`config.mk`:
```
export PLATFORM = sky130hd
export DESIGN_NAME = spiw_engine
export DESIGN_NICKNAME = d
export VERILOG_FILES = /design/src/rtl/spiw_pkg.sv /design/src/rtl/spiw_regs.sv /design/src/rtl/spiw_timer.sv /design/src/rtl/spiw_shift.sv /design/src/rtl/spiw_engine.sv
export SDC_FILE = /design/constraint.sdc
export NUM_CORES = 1
export LEC_CHECK = 0
export BUFFER_PORTS_ARGS = -buffer_cell sky130_fd_sc_hd__buf_2
export CAP_MARGIN = 20
export CORE_MARGIN = 3
export CORE_UTILIZATION = 55
export DETAILED_ROUTE_END_ITERATION = 12
export PLACE_DENSITY = 0.74
export SYNTH_ARGS = -nofsm -noshare
export SYNTH_HDL_FRONTEND = slang
export SYNTH_HIERARCHICAL = 1
export SYNTH_SLANG_ARGS = --single-unit
```
`constraint.sdc`:
```
create_clock -name clk -period 7.5 [get_ports clk]
set_input_delay 0.375 -clock clk [delete_from_list [all_inputs] [get_ports clk]]
set_output_delay 0.375 -clock clk [all_outputs]
set_load 0.02 [all_outputs]
```
`src/rtl/spiw_pkg.sv`:
```
package spiw_pkg;

   typedef enum logic [2:0] {
      ST_IDLE,
      ST_LEAD,
      ST_SHIFT,
      ST_TRAIL,
      ST_GAP
   } spiw_state_e;

   localparam logic [2:0] A_CFG    = 3'd0;
   localparam logic [2:0] A_TIMING = 3'd1;
   localparam logic [2:0] A_WDATA  = 3'd2;
   localparam logic [2:0] A_SIZE   = 3'd3;
   localparam logic [2:0] A_CTRL   = 3'd4;
   localparam logic [2:0] A_STATUS = 3'd5;

   localparam int CTRL_EN_BIT   = 0;
   localparam int CTRL_WE_BIT   = 1;
   localparam int CTRL_KEEP_BIT = 8;

   // Number of bits for a size code; 0 marks an illegal code.
   function automatic logic [6:0] size_bits(input logic [3:0] code);
      case (code)
         4'h8:    size_bits = 7'd8;
         4'hC:    size_bits = 7'd16;
         4'hF:    size_bits = 7'd32;
         default: size_bits = 7'd0;
      endcase
   endfunction

endpackage

```
`src/rtl/spiw_regs.sv`:
```
module spiw_regs
   import spiw_pkg::*;
#(
   parameter int ADDR_W = 3,
   parameter int DATA_W = 32,
   parameter int HDIV_W = 8,
   parameter int DLY_W  = 3
) (
   input  logic              clk,
   input  logic              rst_n,
   input  logic              wr_en,
   input  logic [ADDR_W-1:0] wr_addr,
   input  logic [DATA_W-1:0] wr_data,
   input  logic [ADDR_W-1:0] rd_addr,
   output logic [DATA_W-1:0] rd_data,
   input  logic              done,
   output logic              cpol,
   output logic              cpha_tx,
   output logic [HDIV_W-1:0] hdiv,
   output logic [DLY_W-1:0]  lead_dl,
   output logic [DLY_W-1:0]  trail_dl,
   output logic [DLY_W-1:0]  gap_dl,
   output logic [DATA_W-1:0] wdata,
   output logic [3:0]        size_code,
   output logic              start_req,
   output logic              keep_req
);
   localparam int LEAD_LSB  = 0;
   localparam int TRAIL_LSB = 4;
   localparam int GAP_LSB   = 8;
   localparam int HDIV_LSB  = 8;

   logic cpha_rx;
   logic keep_r;

   wire wr_cfg  = wr_en && (wr_addr == ADDR_W'(A_CFG));
   wire wr_tim  = wr_en && (wr_addr == ADDR_W'(A_TIMING));
   wire wr_dat  = wr_en && (wr_addr == ADDR_W'(A_WDATA));
   wire wr_siz  = wr_en && (wr_addr == ADDR_W'(A_SIZE));
   wire wr_ctl  = wr_en && (wr_addr == ADDR_W'(A_CTRL));

   always_ff @(posedge clk or negedge rst_n) begin
      if (!rst_n) begin
         cpol      <= 1'b0;
         cpha_tx   <= 1'b0;
         cpha_rx   <= 1'b0;
         hdiv      <= '0;
         lead_dl   <= '0;
         trail_dl  <= '0;
         gap_dl    <= '0;
         wdata     <= '0;
         size_code <= '0;
         keep_r    <= 1'b0;
      end else begin
         if (wr_cfg) begin
            cpol    <= wr_data[0];
            cpha_tx <= wr_data[1];
            cpha_rx <= wr_data[2];
            hdiv    <= wr_data[HDIV_LSB +: HDIV_W];
         end
         if (wr_tim) begin
            lead_dl  <= wr_data[LEAD_LSB  +: DLY_W];
            trail_dl <= wr_data[TRAIL_LSB +: DLY_W];
            gap_dl   <= wr_data[GAP_LSB   +: DLY_W];
         end
         if (wr_dat) wdata     <= wr_data;
         if (wr_siz) size_code <= wr_data[3:0];
         if (wr_ctl) keep_r    <= wr_data[CTRL_KEEP_BIT];
      end
   end

   assign start_req = wr_ctl && wr_data[CTRL_EN_BIT] && wr_data[CTRL_WE_BIT];
   assign keep_req  = wr_data[CTRL_KEEP_BIT];

   always_comb begin
      rd_data = '0;
      case (rd_addr)
         ADDR_W'(A_CFG): begin
            rd_data[0] = cpol;
            rd_data[1] = cpha_tx;
            rd_data[2] = cpha_rx;
            rd_data[HDIV_LSB +: HDIV_W] = hdiv;
         end
         ADDR_W'(A_TIMING): begin
            rd_data[LEAD_LSB  +: DLY_W] = lead_dl;
            rd_data[TRAIL_LSB +: DLY_W] = trail_dl;
            rd_data[GAP_LSB   +: DLY_W] = gap_dl;
         end
         ADDR_W'(A_WDATA):  rd_data = wdata;
         ADDR_W'(A_SIZE):   rd_data[3:0] = size_code;
         ADDR_W'(A_CTRL):   rd_data[CTRL_KEEP_BIT] = keep_r;
         ADDR_W'(A_STATUS): rd_data[0] = done;
         default:           rd_data = '0;
      endcase
   end

   logic unused_wr_bits;
   assign unused_wr_bits = ^{wr_data[DATA_W-1:HDIV_LSB+HDIV_W], wr_data[7:3]};

endmodule

```
`src/rtl/spiw_timer.sv`:
```
module spiw_timer #(
   parameter int CNT_W = 14
) (
   input  logic             clk,
   input  logic             rst_n,
   input  logic             load,
   input  logic [CNT_W-1:0] load_val,
   output logic             expired
);
   logic [CNT_W-1:0] cnt;

   always_ff @(posedge clk or negedge rst_n) begin
      if (!rst_n)          cnt <= '0;
      else if (load)       cnt <= load_val;
      else if (cnt != '0)  cnt <= cnt - 1'b1;
   end

   assign expired = (cnt == '0);

endmodule

```
`src/rtl/spiw_shift.sv`:
```
module spiw_shift #(
   parameter int DATA_W = 32
) (
   input  logic              clk,
   input  logic              rst_n,
   input  logic              load,
   input  logic [DATA_W-1:0] load_data,
   input  logic              shift,
   output logic              mosi
);
   logic [DATA_W-1:0] sreg;

   always_ff @(posedge clk or negedge rst_n) begin
      if (!rst_n)      sreg <= '0;
      else if (load)   sreg <= load_data;
      else if (shift)  sreg <= {sreg[DATA_W-2:0], 1'b0};
   end

   assign mosi = sreg[DATA_W-1];

endmodule

```
`src/rtl/spiw_engine.sv`:
```
module spiw_engine
   import spiw_pkg::*;
#(
   parameter int ADDR_W = 3,
   parameter int DATA_W = 32,
   parameter int HDIV_W = 8,
   parameter int DLY_W  = 3
) (
   input  logic              clk,
   input  logic              rst_n,
   input  logic              reg_wr_en,
   input  logic [ADDR_W-1:0] reg_wr_addr,
   input  logic [DATA_W-1:0] reg_wr_data,
   input  logic [ADDR_W-1:0] reg_rd_addr,
   output logic [DATA_W-1:0] reg_rd_data,
   output logic              spi_sck,
   output logic              spi_cs_n,
   output logic              spi_mosi
);
   localparam int NBYTES = DATA_W / 8;
   localparam int CNT_W  = HDIV_W + DLY_W + 3;
   localparam int EC_W   = $clog2(2 * DATA_W);

   if (DATA_W != 32) begin : g_bad_width
      $error("spiw_engine: size codes cover 8/16/32 bits, DATA_W must be 32");
   end
   if (DLY_W < 1 || HDIV_W < 1) begin : g_bad_timing
      $error("spiw_engine: delay and divider fields need at least one bit");
   end

   logic              cfg_cpol, cfg_cpha;
   logic [HDIV_W-1:0] hdiv;
   logic [DLY_W-1:0]  lead_dl, trail_dl, gap_dl;
   logic [DATA_W-1:0] wdata, swapped;
   logic [3:0]        size_code;
   logic              start_req, keep_req;
   logic              idle;

   spiw_regs #(
      .ADDR_W(ADDR_W), .DATA_W(DATA_W), .HDIV_W(HDIV_W), .DLY_W(DLY_W)
   ) u_regs (
      .clk(clk), .rst_n(rst_n),
      .wr_en(reg_wr_en), .wr_addr(reg_wr_addr), .wr_data(reg_wr_data),
      .rd_addr(reg_rd_addr), .rd_data(reg_rd_data), .done(idle),
      .cpol(cfg_cpol), .cpha_tx(cfg_cpha), .hdiv(hdiv),
      .lead_dl(lead_dl), .trail_dl(trail_dl), .gap_dl(gap_dl),
      .wdata(wdata), .size_code(size_code),
      .start_req(start_req), .keep_req(keep_req)
   );

   // Byte 0 lands in the top byte so it leaves first, MSB first.
   for (genvar b = 0; b < NBYTES; b++) begin : g_swap
      assign swapped[DATA_W-1-8*b -: 8] = wdata[8*b +: 8];
   end

   function automatic logic [CNT_W-1:0] span_m1(input logic [HDIV_W-1:0] h,
                                                input logic [DLY_W-1:0]  d);
      logic [CNT_W-1:0] per;
      per     = (CNT_W'(h) + 1'b1) << 1;
      span_m1 = per * (CNT_W'(d) + 1'b1) - 1'b1;
   endfunction

   spiw_state_e    st;
   logic [EC_W-1:0] ec, lim_q;
   logic           keep_q, cpha_q;
   logic           sck_q, cs_n_q;
   logic           exp_t, t_load, shift_en, go;
   logic [CNT_W-1:0] t_val;

   wire [6:0]      req_bits  = size_bits(size_code);
   wire [EC_W:0]   req_lim   = {req_bits[EC_W-1:0], 1'b0} - 1'b1;
   wire [CNT_W-1:0] half     = CNT_W'(hdiv);
   wire            edge_now  = (st == ST_SHIFT) && exp_t;
   wire            last_edge = (ec == lim_q);
   wire            leading   = ~ec[0];

   assign idle = (st == ST_IDLE);
   assign go   = start_req && idle && (req_bits != '0);

   always_comb begin
      t_load = 1'b0;
      t_val  = half;
      if (go) begin
         t_load = 1'b1;
         t_val  = cs_n_q ? span_m1(hdiv, lead_dl) : half;
      end else if (st == ST_LEAD && exp_t) begin
         t_load = 1'b1;
      end else if (edge_now) begin
         t_load = 1'b1;
         t_val  = last_edge ? span_m1(hdiv, trail_dl) : half;
      end else if (st == ST_TRAIL && exp_t && !keep_q) begin
         t_load = 1'b1;
         t_val  = span_m1(hdiv, gap_dl);
      end
   end

   assign shift_en = edge_now && (cpha_q ? (leading && ec != '0) : !leading);

   spiw_timer #(.CNT_W(CNT_W)) u_timer (
      .clk(clk), .rst_n(rst_n), .load(t_load), .load_val(t_val), .expired(exp_t)
   );

   spiw_shift #(.DATA_W(DATA_W)) u_shift (
      .clk(clk), .rst_n(rst_n), .load(go), .load_data(swapped),
      .shift(shift_en), .mosi(spi_mosi)
   );

   always_ff @(posedge clk or negedge rst_n) begin
      if (!rst_n) begin
         st     <= ST_IDLE;
         ec     <= '0;
         lim_q  <= '0;
         keep_q <= 1'b0;
         cpha_q <= 1'b0;
         sck_q  <= 1'b0;
         cs_n_q <= 1'b1;
      end else begin
         case (st)
            ST_IDLE: begin
               sck_q <= cfg_cpol;
               if (go) begin
                  keep_q <= keep_req;
                  cpha_q <= cfg_cpha;
                  lim_q  <= req_lim[EC_W-1:0];
                  ec     <= '0;
                  cs_n_q <= 1'b0;
                  st     <= cs_n_q ? ST_LEAD : ST_SHIFT;
               end
            end
            ST_LEAD: begin
               sck_q <= cfg_cpol;
               if (exp_t) st <= ST_SHIFT;
            end
            ST_SHIFT: begin
               if (exp_t) begin
                  sck_q <= ~sck_q;
                  ec    <= ec + 1'b1;
                  if (last_edge) st <= ST_TRAIL;
               end
            end
            ST_TRAIL: begin
               if (exp_t) begin
                  if (keep_q) st <= ST_IDLE;
                  else begin
                     cs_n_q <= 1'b1;
                     st     <= ST_GAP;
                  end
               end
            end
            ST_GAP: begin
               if (exp_t) st <= ST_IDLE;
            end
            default: st <= ST_IDLE;
         endcase
      end
   end

   assign spi_sck  = sck_q;
   assign spi_cs_n = cs_n_q;

   logic unused_req;
   assign unused_req = ^req_lim[EC_W] ^ ^req_bits[6];

endmodule

```
==> flow_metrics.tcl, run 1 <==
set metrics [dict create \
    status "finished clean" \
    ys_seq_area_share_pct 28.67 \
    dp_slack_ns 1.525 \
    cts_root_buf "clkbuf_16" \
    synth_cell_type_count 91 \
    antenna_found_initial 0 \
    via_per_inst 5.937 \
    synth.net_count 1253 \
    yosysWarnings 6 \
    critical_path_class "reg2reg" \
    ios 76 \
    clkLatencyLatePin_ns 0.41 \
    port_buffers 75 \
    whs_ns 0.1861 \
    ctsHtreeMaxLevel 4 \
    dr.pass1.iters 5 \
    clock_sinks 119 \
    grt_usage_pct 24.80 \
    clk_pin_slew_worst_paths_ns 0.05 \
    power_frac_seq_pct 22.5 \
    ys.flop_type "dfrtp_1" \
    yosys-top-cells-area "dfrtp_1 28%, fa_1 8.1%, ha_1 7.5%" \
    fin_util_pct 62.66 \
    yosysTopAreaCell "dfrtp_1" \
    drt-total-wl_um 25120 \
    path_max_fanout 18 \
    coreArea_um2 18270 \
    combPwrFrac_pct 60.2 \
    grt_pass1_wl_um 40980 \
    synth-seq-cells 119 \
    max_stage_delay_ns 0.87 \
    cp.buffers_inverters 2 \
    clkPwrFrac_pct 17.3 \
    crit_chain "ha_1 > nand3_1 > xor2_1 > nor2b_1 > fa_1 > inv_1 > fa_1 > inv_1 > ha_1 > a21oi_1 > o221ai_1 > nor3_1 > o221ai_1 > nor4_1 > xor3_1 > o22ai_1 > a21o_1 > a22o_1" \
    p_int_w 0.002453 \
    syn_avg_cell_area_um2 9.378 \
    cts_buffers 17 \
    p_sw_share_pct 45.99 \
    worst_pin_slew_ns 1.089 \
    end_kind "flop" \
    dieHeight_um 143.5 \
    hold_viol_final 0 \
    slowest_stage "xor2_1" \
    dieArea_um2 20580 \
    nets 1311 \
    first_global_vias 8054 \
    cap_violations 0 \
    hold_class "in2reg" \
    dp_hpwl_um 18560 \
    grt_max_degree 83 \
    pwr_density_cell_nw_per_um2 396.7 \
    die_w_um 143.5 \
    cts_tree "built" \
    start_util_pct 56.88 \
    worst_setup_path_start_kind "flop" \
    n_fill_cell 1543 \
    drv_slew 0 \
    grt.overflow.total 0 \
    globalplace.congestion 0.9180 \
    cts_resized 0 \
    synthCells 1108 \
    worst_ep_arrival_time_ns 6.38 \
    drc 0 \
    fin_crit_sh_pct 81.18 \
    clock.fmax_mhz 164.3 \
    p_leak_nw 5.207 \
    cp_top_family "adder cells" \
    finClkSkew_ns 0.009486 \
    setup_tns_ns 0 \
    setup_slack_ns 1.412 \
    cp.required_ns 7.79 \
    syn2layout_area_growth_pct 10.16 \
    postCtsSetupRepairBufs 0 \
    synth_edf_count 0 \
    p_sw_w 0.002089 \
    postRouteAntennaNets 0 \
    fp-row-count 49 \
    slew_headroom_pct 27.14 \
    synth_top_area_share_pct 28.42 \
    setup_violations 0 \
    layout-drive-gt1-share_pct 17.49 \
    async_flop_share_pct 100.0 \
    vias 8359 \
    finalCriticalPeriod_ns 6.088 \
    clk_path_buf_depth 2 \
    rsz0062_at_grt "false" \
    ctsHoldBuffers 1 \
    ir_worst_vdd_uv 157.8 \
    syn_area_um2 10390 \
    wire_per_inst_um 17.84 \
    drt_iter0_markers 592 \
]
power by group through the flow:
stage / registers [W] / logic, W / clock network (W)
final: 0.00102 / 0.00273 / 0.000788
after global routing: 0.00105 / 0.00305 / 0.000828
after CTS: 0.00102 / 0.00271 / 0.000797
after detailed placement: 0.00102 / 0.00268 / 0
after global placement: 0.00102 / 0.00261 / 0
after floorplan: 0.000949 / 0.00212 / 0
cell type report:
cell class	instances	area, µm²	share of cell area, %
repair buffers	87	490.5	4.285
inverters	100	375.4	3.279
clock inverters	9	100.1	0.8744
clock buffers	22	474.2	4.143
flip-flops and latches	119	2979	26.02
well taps	229	286.5	2.503
multi-input cells	841	6739	58.87
diodes	1	2.502	0.02186
cells in the final DEF, fill, tap and decap left out, types with 14 or more instances in the layout:
| cell type | n |
|---|---|
| a21oi_1 | 29 |
| and2_1 | 20 |
| buf_2 | 74 |
| clkbuf_16 | 17 |
| dfrtp_1 | 118 |
| fa_1 | 42 |
| ha_1 | 62 |
| inv_1 | 99 |
| mux2_1 | 29 |
| mux2_4 | 28 |
| mux2i_1 | 43 |
| nand2_1 | 77 |
| nand2b_1 | 14 |
| nand3_1 | 22 |
| nor2_1 | 120 |
| nor2b_1 | 14 |
| nor3_1 | 25 |
| o21ai_0 | 24 |
| o21ai_1 | 30 |
| or2_2 | 30 |
| xnor2_1 | 36 |
| xor2_1 | 25 |
per-stage QoR:
| step | std cells | area, µm² | power [W] |
|---|---|---|---|
| floorplan | 1108 | 10390 | 0.003071 |
| global placement | 1374 | 10830 | 0.003630 |
| detailed placement | 1374 | 10830 | 0.003702 |
| CTS | 1406 | 11420 | 0.004520 |
| global route | 1407 | 11440 | 0.004926 |
| finish | 1408 | 11450 | 0.004541 |
sequential cells by signal, summed over array words and instances, names as in the netlist, 3 cells and up:
register,cells
u_regs/wdata,32
u_regs/trail_dl,3
u_timer/cnt,14
u_regs/size_code,4
u_regs/gap_dl,3
st,3
u_shift/sreg,32
u_regs/lead_dl,3
u_regs/hdiv,8
lim_q,3
ec,6
synth_stat cells (20+ instances only):
cell,count
o21ai_0,24
nor2_1,120
nor3_1,26
clkbuf_1,21
and2_1,20
nand2_1,77
xnor2_1,36
ha_1,62
mux2_1,29
xor2_1,25
fa_1,42
mux2_4,28
or2_2,30
a21oi_1,29
nand3_1,22
mux2i_1,43
inv_1,99
o21ai_1,30
dfrtp_1,118
metal layers:
metal / track usage, % / part of all wire [%]
met1: 35.60 / 46
met5: 0 / 0
met2: 38.49 / 46
met4: 6.987 / 1.9
met3: 4.825 / 5.9
worst register-to-register path, stage by stage (launching register included):
cell,delay [ns]
dfrtp_1,0.67
ha_1,0.31
nand3_1,0.12
xor2_1,0.87
nor2b_1,0.14
fa_1,0.53
inv_1,0.06
fa_1,0.53
inv_1,0.05
ha_1,0.36
a21oi_1,0.32
o221ai_1,0.18
nor3_1,0.36
o221ai_1,0.31
nor4_1,0.37
xor3_1,0.29
o22ai_1,0.10
a21o_1,0.18
a22o_1,0.22
logic make-up after synthesis:
kind of cell / after synthesis / synth area share [%]
flip-flops: 119 / 28.67
multiplexers: 106 / 12.20
AND/OR/NAND/NOR: 382 / 18.86
buffers and inverters: 148 / 6.647
AO/OA/AOI/OAI: 185 / 12.27
adder cells (fa/ha/maj): 104 / 15.56
XOR/XNOR: 64 / 5.804
final timing paths:
check / slack, ns / start / end / depth (start not counted)
worst min register to register: 0.48 / u_regs/keep_r$_DFFE_PN0P_ / u_regs/keep_r$_DFFE_PN0P_ / 1
max in group asynchronous: 5.94 / rst_n / spi_cs_n$_DFFE_PN1P_ / 4
worst max register to register: 1.41 / u_regs/hdiv[0]$_DFFE_PN0P_ / u_timer/cnt[13]$_DFFE_PN0P_ / 18
min in group asynchronous: 0.46 / rst_n / u_regs/wdata[4]$_DFFE_PN0P_ / 2
worst min-delay path: 0.19 / reg_wr_data[19] / u_regs/wdata[19]$_DFFE_PN0P_ / 2
worst max-delay path: 1.41 / u_regs/hdiv[0]$_DFFE_PN0P_ / u_timer/cnt[13]$_DFFE_PN0P_ / 18
No activity file was read; power rests on OpenSTA's default activity.
==> run 2, diff against run 1 <==
clock period = 6.19 ns   (was 7.5 ns; I/O delays follow)
==> run 2 against run 1 <==
Against the previous run: cell area is 0.33% higher; die area unchanged; critical path depth fell by 1; register-to-register slack worse by 1.0 ns; via count is essentially flat; core utilization increased by 0.21 points; global-route usage up 0.72 points; critical path type unchanged.
==> flow_metrics.tcl, run 2 (synthesis results as in run 1) <==
set metrics [dict create \
    setup_violations 0 \
    layout-drive-gt1-share_pct 18.11 \
    cp_top_family "adder cells" \
    slew_headroom_pct 19.04 \
    cts_buffers 17 \
    grt.overflow.total 0 \
    fp-row-count 49 \
    clk_path_buf_depth 2 \
    p_leak_nw 5.229 \
    clock.fmax_mhz 172.3 \
    critical_path_class "reg2reg" \
    die_w_um 143.5 \
    hold_class "in2reg" \
    num_antenna_cells 0 \
    first_global_vias 8203 \
    drt-total-wl_um 25360 \
    ir_worst_vdd_uv 192.3 \
    path_max_fanout 9 \
    worst_r2r_path_depth 17 \
    worst_setup_path_start_kind "flop" \
    top_regs "u_regs/wdata: 32 flops, u_shift/sreg: 32 flops, u_timer/cnt: 14 flops" \
    max_stage_delay_ns 0.96 \
    worst_pin_slew_ns 1.206 \
    rsz0062_at_grt "false" \
    setup_tns_ns 0 \
    cts_tree "built" \
    status "finished clean" \
    ios 76 \
    clkLatencyLatePin_ns 0.41 \
    port_buffers 75 \
    globalplace.congestion 0.9503 \
    r2r_slack_ns 0.39 \
    start_util_pct 56.88 \
    dp_hpwl_um 18730 \
    final_common_cell "nor2_1" \
    dieArea_um2 20580 \
    vias 8366 \
    worst_ep_arrival_time_ns 6.10 \
    grt_pass1_wl_um 42120 \
    pwr_density_cell_nw_per_um2 480.9 \
    cp.depth 17 \
    drc 0 \
    drt_iter0_markers 705 \
    clock_sinks 119 \
    postRouteAntennaNets 0 \
    cts_root_buf "clkbuf_16" \
    hold_viol_final 0 \
    antenna_found_initial 0 \
    slowest_stage "xnor2_1" \
    cts_resized 0 \
    dieHeight_um 143.5 \
    hold_path_depth 2 \
    syn2layout_area_growth_pct 10.52 \
    finalCriticalPeriod_ns 5.802 \
    wire_per_inst_um 17.91 \
    grt_usage_pct 25.51 \
    fin_crit_sh_pct 93.74 \
    clk_pin_slew_worst_paths_ns 0.05 \
    ctsHtreeMaxLevel 4 \
    dr.pass1.iters 5 \
    crit_chain "ha_1 > xnor2_1 > nor2_1 > fa_1 > inv_1 > fa_1 > inv_1 > ha_1 > a21oi_1 > o221ai_1 > nor3_1 > o221ai_1 > nor4_1 > xor3_1 > o22ai_1 > a21o_1 > a22o_1" \
    grt_max_degree 80 \
    finClkSkew_ns 0.007675 \
    final_cell_mix "120 x nor2_1, 118 x dfrtp_1, 99 x inv_1" \
    end_kind "flop" \
    via_per_inst 5.908 \
    cp.required_ns 6.48 \
    cap_violations 0 \
    cp.buffers_inverters 2 \
    nets 1319 \
    fin_util_pct 62.86 \
    drv_slew 0 \
    coreArea_um2 18270 \
]
[run 2: cell count changes in the layout (fill, tap and decap cells not counted), sizes merged]
cell	before	now
buf	86	94
clkbuf	22	20
clkinv	5	4
clkinvlp	2	4
diode	1	0
inv	100	102
[run 2: power breakdown]
group / internal (W) / total [W] / switching, W
combinational: 0.00138 / 0.00333 / 0.00195
clock: 0.000602 / 0.000961 / 0.000359
sequential: 0.000990 / 0.00123 / 0.000242
total: 0.00297 / 0.00552 / 0.00255
[run 2: cell type report]
cell class,instances,area [µm²]
fillers,1509,6785
multi-input cells,841,6739
flip-flops and latches,119,2979
repair buffers,95,530.5
clock buffers,20,446.7
inverters,100,375.4
well taps,229,286.5
clock inverters,12,127.6
[run 2: worst paths after layout]
kind / from / endpoint
worst max-delay path: u_regs/hdiv[1]$_DFFE_PN0P_ / u_timer/cnt[13]$_DFFE_PN0P_
worst min-delay path: reg_wr_data[18] / u_regs/wdata[18]$_DFFE_PN0P_
worst max register to register: u_regs/hdiv[1]$_DFFE_PN0P_ / u_timer/cnt[13]$_DFFE_PN0P_
worst min register to register: u_regs/wdata[8]$_DFFE_PN0P_ / u_shift/sreg[16]$_DFFE_PN0P_
max in group asynchronous: rst_n / ec[4]$_DFFE_PN0P_
min in group asynchronous: rst_n / u_regs/hdiv[7]$_DFFE_PN0P_
[run 2: what timing repair did]
item | CTS | global route
buffers inserted | 0 | 0
endpoints found under the setup margin | 0 | 0
hold endpoints to repair | 48 | 0
hold buffers | 1 | 0
[run 2: per-stage QoR]
| step | setup WS [ns] | hold WS, ns | std cells | area, µm² | total power (W) |
|---|---|---|---|---|---|
| final | 0.3875 | 0.1183 | 1416 | 11480 | 0.005523 |
| after detailed placement | 0.4613 | 0.3680 | 1383 | 10900 | 0.004491 |
| after floorplan | 1.340 | 0.01391 | 1108 | 10390 | 0.003721 |
| after CTS | 0.4799 | 0.1050 | 1416 | 11480 | 0.005483 |
| after global placement | 0.6842 | 0.3715 | 1383 | 10900 | 0.004412 |
| after global routing | 0.08363 | 0.1123 | 1416 | 11480 | 0.006006 |
[run 2: metal layers]
metal,up-vias,GRT usage [%],routed length [µm]
met4,0,7.235,501
met5,-,0,0
met1,4043,36.11,11230
met3,46,4.692,1819
li1,3960,-,-
met2,317,40.39,11810
==> run 3, diff against run 2 <==
RECOVER_POWER = 25   (was not set)
==> run 3 against run 2 <==
Against the previous run: the flow now finishes with violations (capacitance limit, slew limit); combinational power is essentially flat; clock-buffer cell count is the same; clock power is essentially flat; critical path depth is the same; non-clock buffer count is the same; power is essentially flat; via count grew 0.73%; cell area shrank 0.21%; routed wire length is essentially flat; global-route usage is the same; clock skew grew 0.00075 ns; die area is the same.
==> flow_metrics.tcl, run 3 (synthesis results as in run 1) <==
set metrics [dict create \
    hold_path_depth 2 \
    vias 8427 \
    rsz0062_at_grt "false" \
    start_util_pct 56.88 \
    drv_slew 51 \
    ctsHtreeMaxLevel 4 \
    drt-total-wl_um 25360 \
    finClkSkew_ns 0.008422 \
    hold_class "in2reg" \
    syn2layout_area_growth_pct 10.30 \
    dieArea_um2 20580 \
    ctsHoldBuffers 1 \
    clk_path_buf_depth 2 \
    finalCriticalPeriod_ns 5.769 \
    crit_end "u_timer/cnt[13]$_DFFE_PN0P_" \
    antenna_found_initial 0 \
    grt_pass1_wl_um 42120 \
    hold_viol_final 0 \
    p_int_w 0.002965 \
    num_antenna_cells 0 \
    timing.rr.start "u_regs/hdiv[1]$_DFFE_PN0P_" \
    violations "capacitance limit, slew limit" \
    dp_slack_ns 0.4613 \
    top_regs "u_regs/wdata: 32 flops, u_shift/sreg: 32 flops, u_timer/cnt: 14 flops" \
    first_global_vias 8203 \
    dr.pass1.iters 5 \
    worst_ep_arrival_time_ns 6.07 \
    layout-drive-gt1-share_pct 17.44 \
    ir_worst_vdd_uv 193.1 \
    die_w_um 143.5 \
    startpoint "u_regs/hdiv[1]$_DFFE_PN0P_" \
    globalplace.congestion 0.9503 \
    drc 0 \
    worst_setup_path_start_kind "flop" \
    path_max_fanout 9 \
    cap_violations 1 \
    port_buffers 75 \
    fp-row-count 49 \
    final_cell_mix "120 x nor2_1, 118 x dfrtp_1, 99 x inv_1" \
    grt_usage_pct 25.51 \
    drt_iter0_markers 684 \
    via_per_inst 5.951 \
    wire_per_inst_um 17.91 \
    nets 1319 \
    clkLatencyLatePin_ns 0.41 \
    dieHeight_um 143.5 \
    cts_resized 0 \
    pwr_density_cell_nw_per_um2 481.5 \
    clock_sinks 119 \
    fin_crit_sh_pct 93.20 \
    dp_hpwl_um 18730 \
    slew_headroom_pct -81.39 \
    setup_tns_ns 0 \
    grt.overflow.total 0 \
    coreArea_um2 18270 \
    worstReg2RegEnd "u_timer/cnt[13]$_DFFE_PN0P_" \
    cp.required_ns 6.49 \
    end_kind "flop" \
    setup_violations 0 \
    power_frac_seq_pct 22.3 \
    ios 76 \
    combPwrFrac_pct 60.3 \
    p_leak_nw 5.211 \
    clock.fmax_mhz 173.3 \
    worst_pin_slew_ns 2.721 \
    critical_path_class "reg2reg" \
    clkPwrFrac_pct 17.4 \
    cts_root_buf "clkbuf_16" \
    cts_tree "built" \
    setup_slack_ns 0.4206 \
    cts_buffers 17 \
    worst_r2r_path_depth 17 \
    status "complete, but fails checks" \
    p_sw_w 0.002554 \
    postRouteAntennaNets 0 \
    p_sw_share_pct 46.28 \
    clk_pin_slew_worst_paths_ns 0.05 \
    grt_max_degree 80 \
    r2r_slack_ns 0.42 \
    final_common_cell "nor2_1" \
    postCtsSetupRepairBufs 0 \
]
## run 3: cell count changes in the layout (fill, tap and decap cells not counted)
cell,change
buf_4,-2
nor4b_1,+1
mux2_4,-2
and4bb_2,-1
and4bb_1,+1
mux2_1,+2
nor4b_2,-1
clkbuf_1,+4
buf_2,-2
## run 3: worst min-delay path by stage
stage	slack, ns	startpoint	to
floorplan	0.01	rst_n	cpha_q$_DFFE_PN0P_
global placement	0.37	rst_n	u_regs/wdata[13]$_DFFE_PN0P_
detailed placement	0.37	rst_n	u_regs/wdata[13]$_DFFE_PN0P_
CTS	0.11	reg_wr_data[18]	u_regs/wdata[18]$_DFFE_PN0P_
global route	0.11	reg_wr_data[24]	u_regs/wdata[24]$_DFFE_PN0P_
finish	0.11	reg_wr_data[18]	u_regs/wdata[18]$_DFFE_PN0P_
## run 3: layout make-up
type	count	area [µm²]
Sequential cell	119	2979
Clock inverter	12	127.6
Inverter	100	375.4
Tap cell	229	286.5
Fill cell	1517	6809
Timing Repair Buffer	95	520.5
Clock buffer	20	446.7
Multi-Input combinational cell	841	6725
## run 3: power by group through the flow
stage	combinational [W]	clock, W	sequential, W
final	0.00333	0.000962	0.00123
after global routing	0.00373	0.00102	0.00126
after CTS	0.00329	0.000970	0.00123
after detailed placement	0.00326	0	0.00123
after global placement	0.00319	0	0.00122
after floorplan	0.00257	0	0.00115
## run 3: layer usage
layer,track usage (%),wire length (µm),up-vias
met5,0,0,-
met4,7.235,482,0
met3,4.692,1763,38
met2,40.39,11830,340
met1,36.11,11290,4087
li1,-,-,3962
## run 3: stage by stage
stage          cells  util (%)  cell area, µm²  power (W)  hold slack [ns]
6_report        1416     62.73           11460   0.005519           0.1145
5_1_grt         1416     62.73           11460   0.006003           0.1123
4_1_cts         1416     62.86           11480   0.005483           0.1050
3_5_place_dp    1383     59.66           10900   0.004491           0.3680
3_3_place_gp    1383     59.66           10900   0.004412           0.3715
2_1_floorplan   1108         -           10390   0.003721          0.01391
## run 3: critical path, cell delays in order, from the launching register on
cell and delay [ns]:
dfrtp_1 0.44, ha_1 0.25, xnor2_1 0.94, nor2_1 0.15, fa_1 0.58, inv_1 0.05
fa_1 0.53, inv_1 0.04, ha_1 0.35, a21oi_1 0.30, o221ai_1 0.18, nor3_1 0.34
o221ai_1 0.29, nor4_1 0.43, xor3_1 0.27, o22ai_1 0.09, a21o_1 0.20, a22o_1 0.22
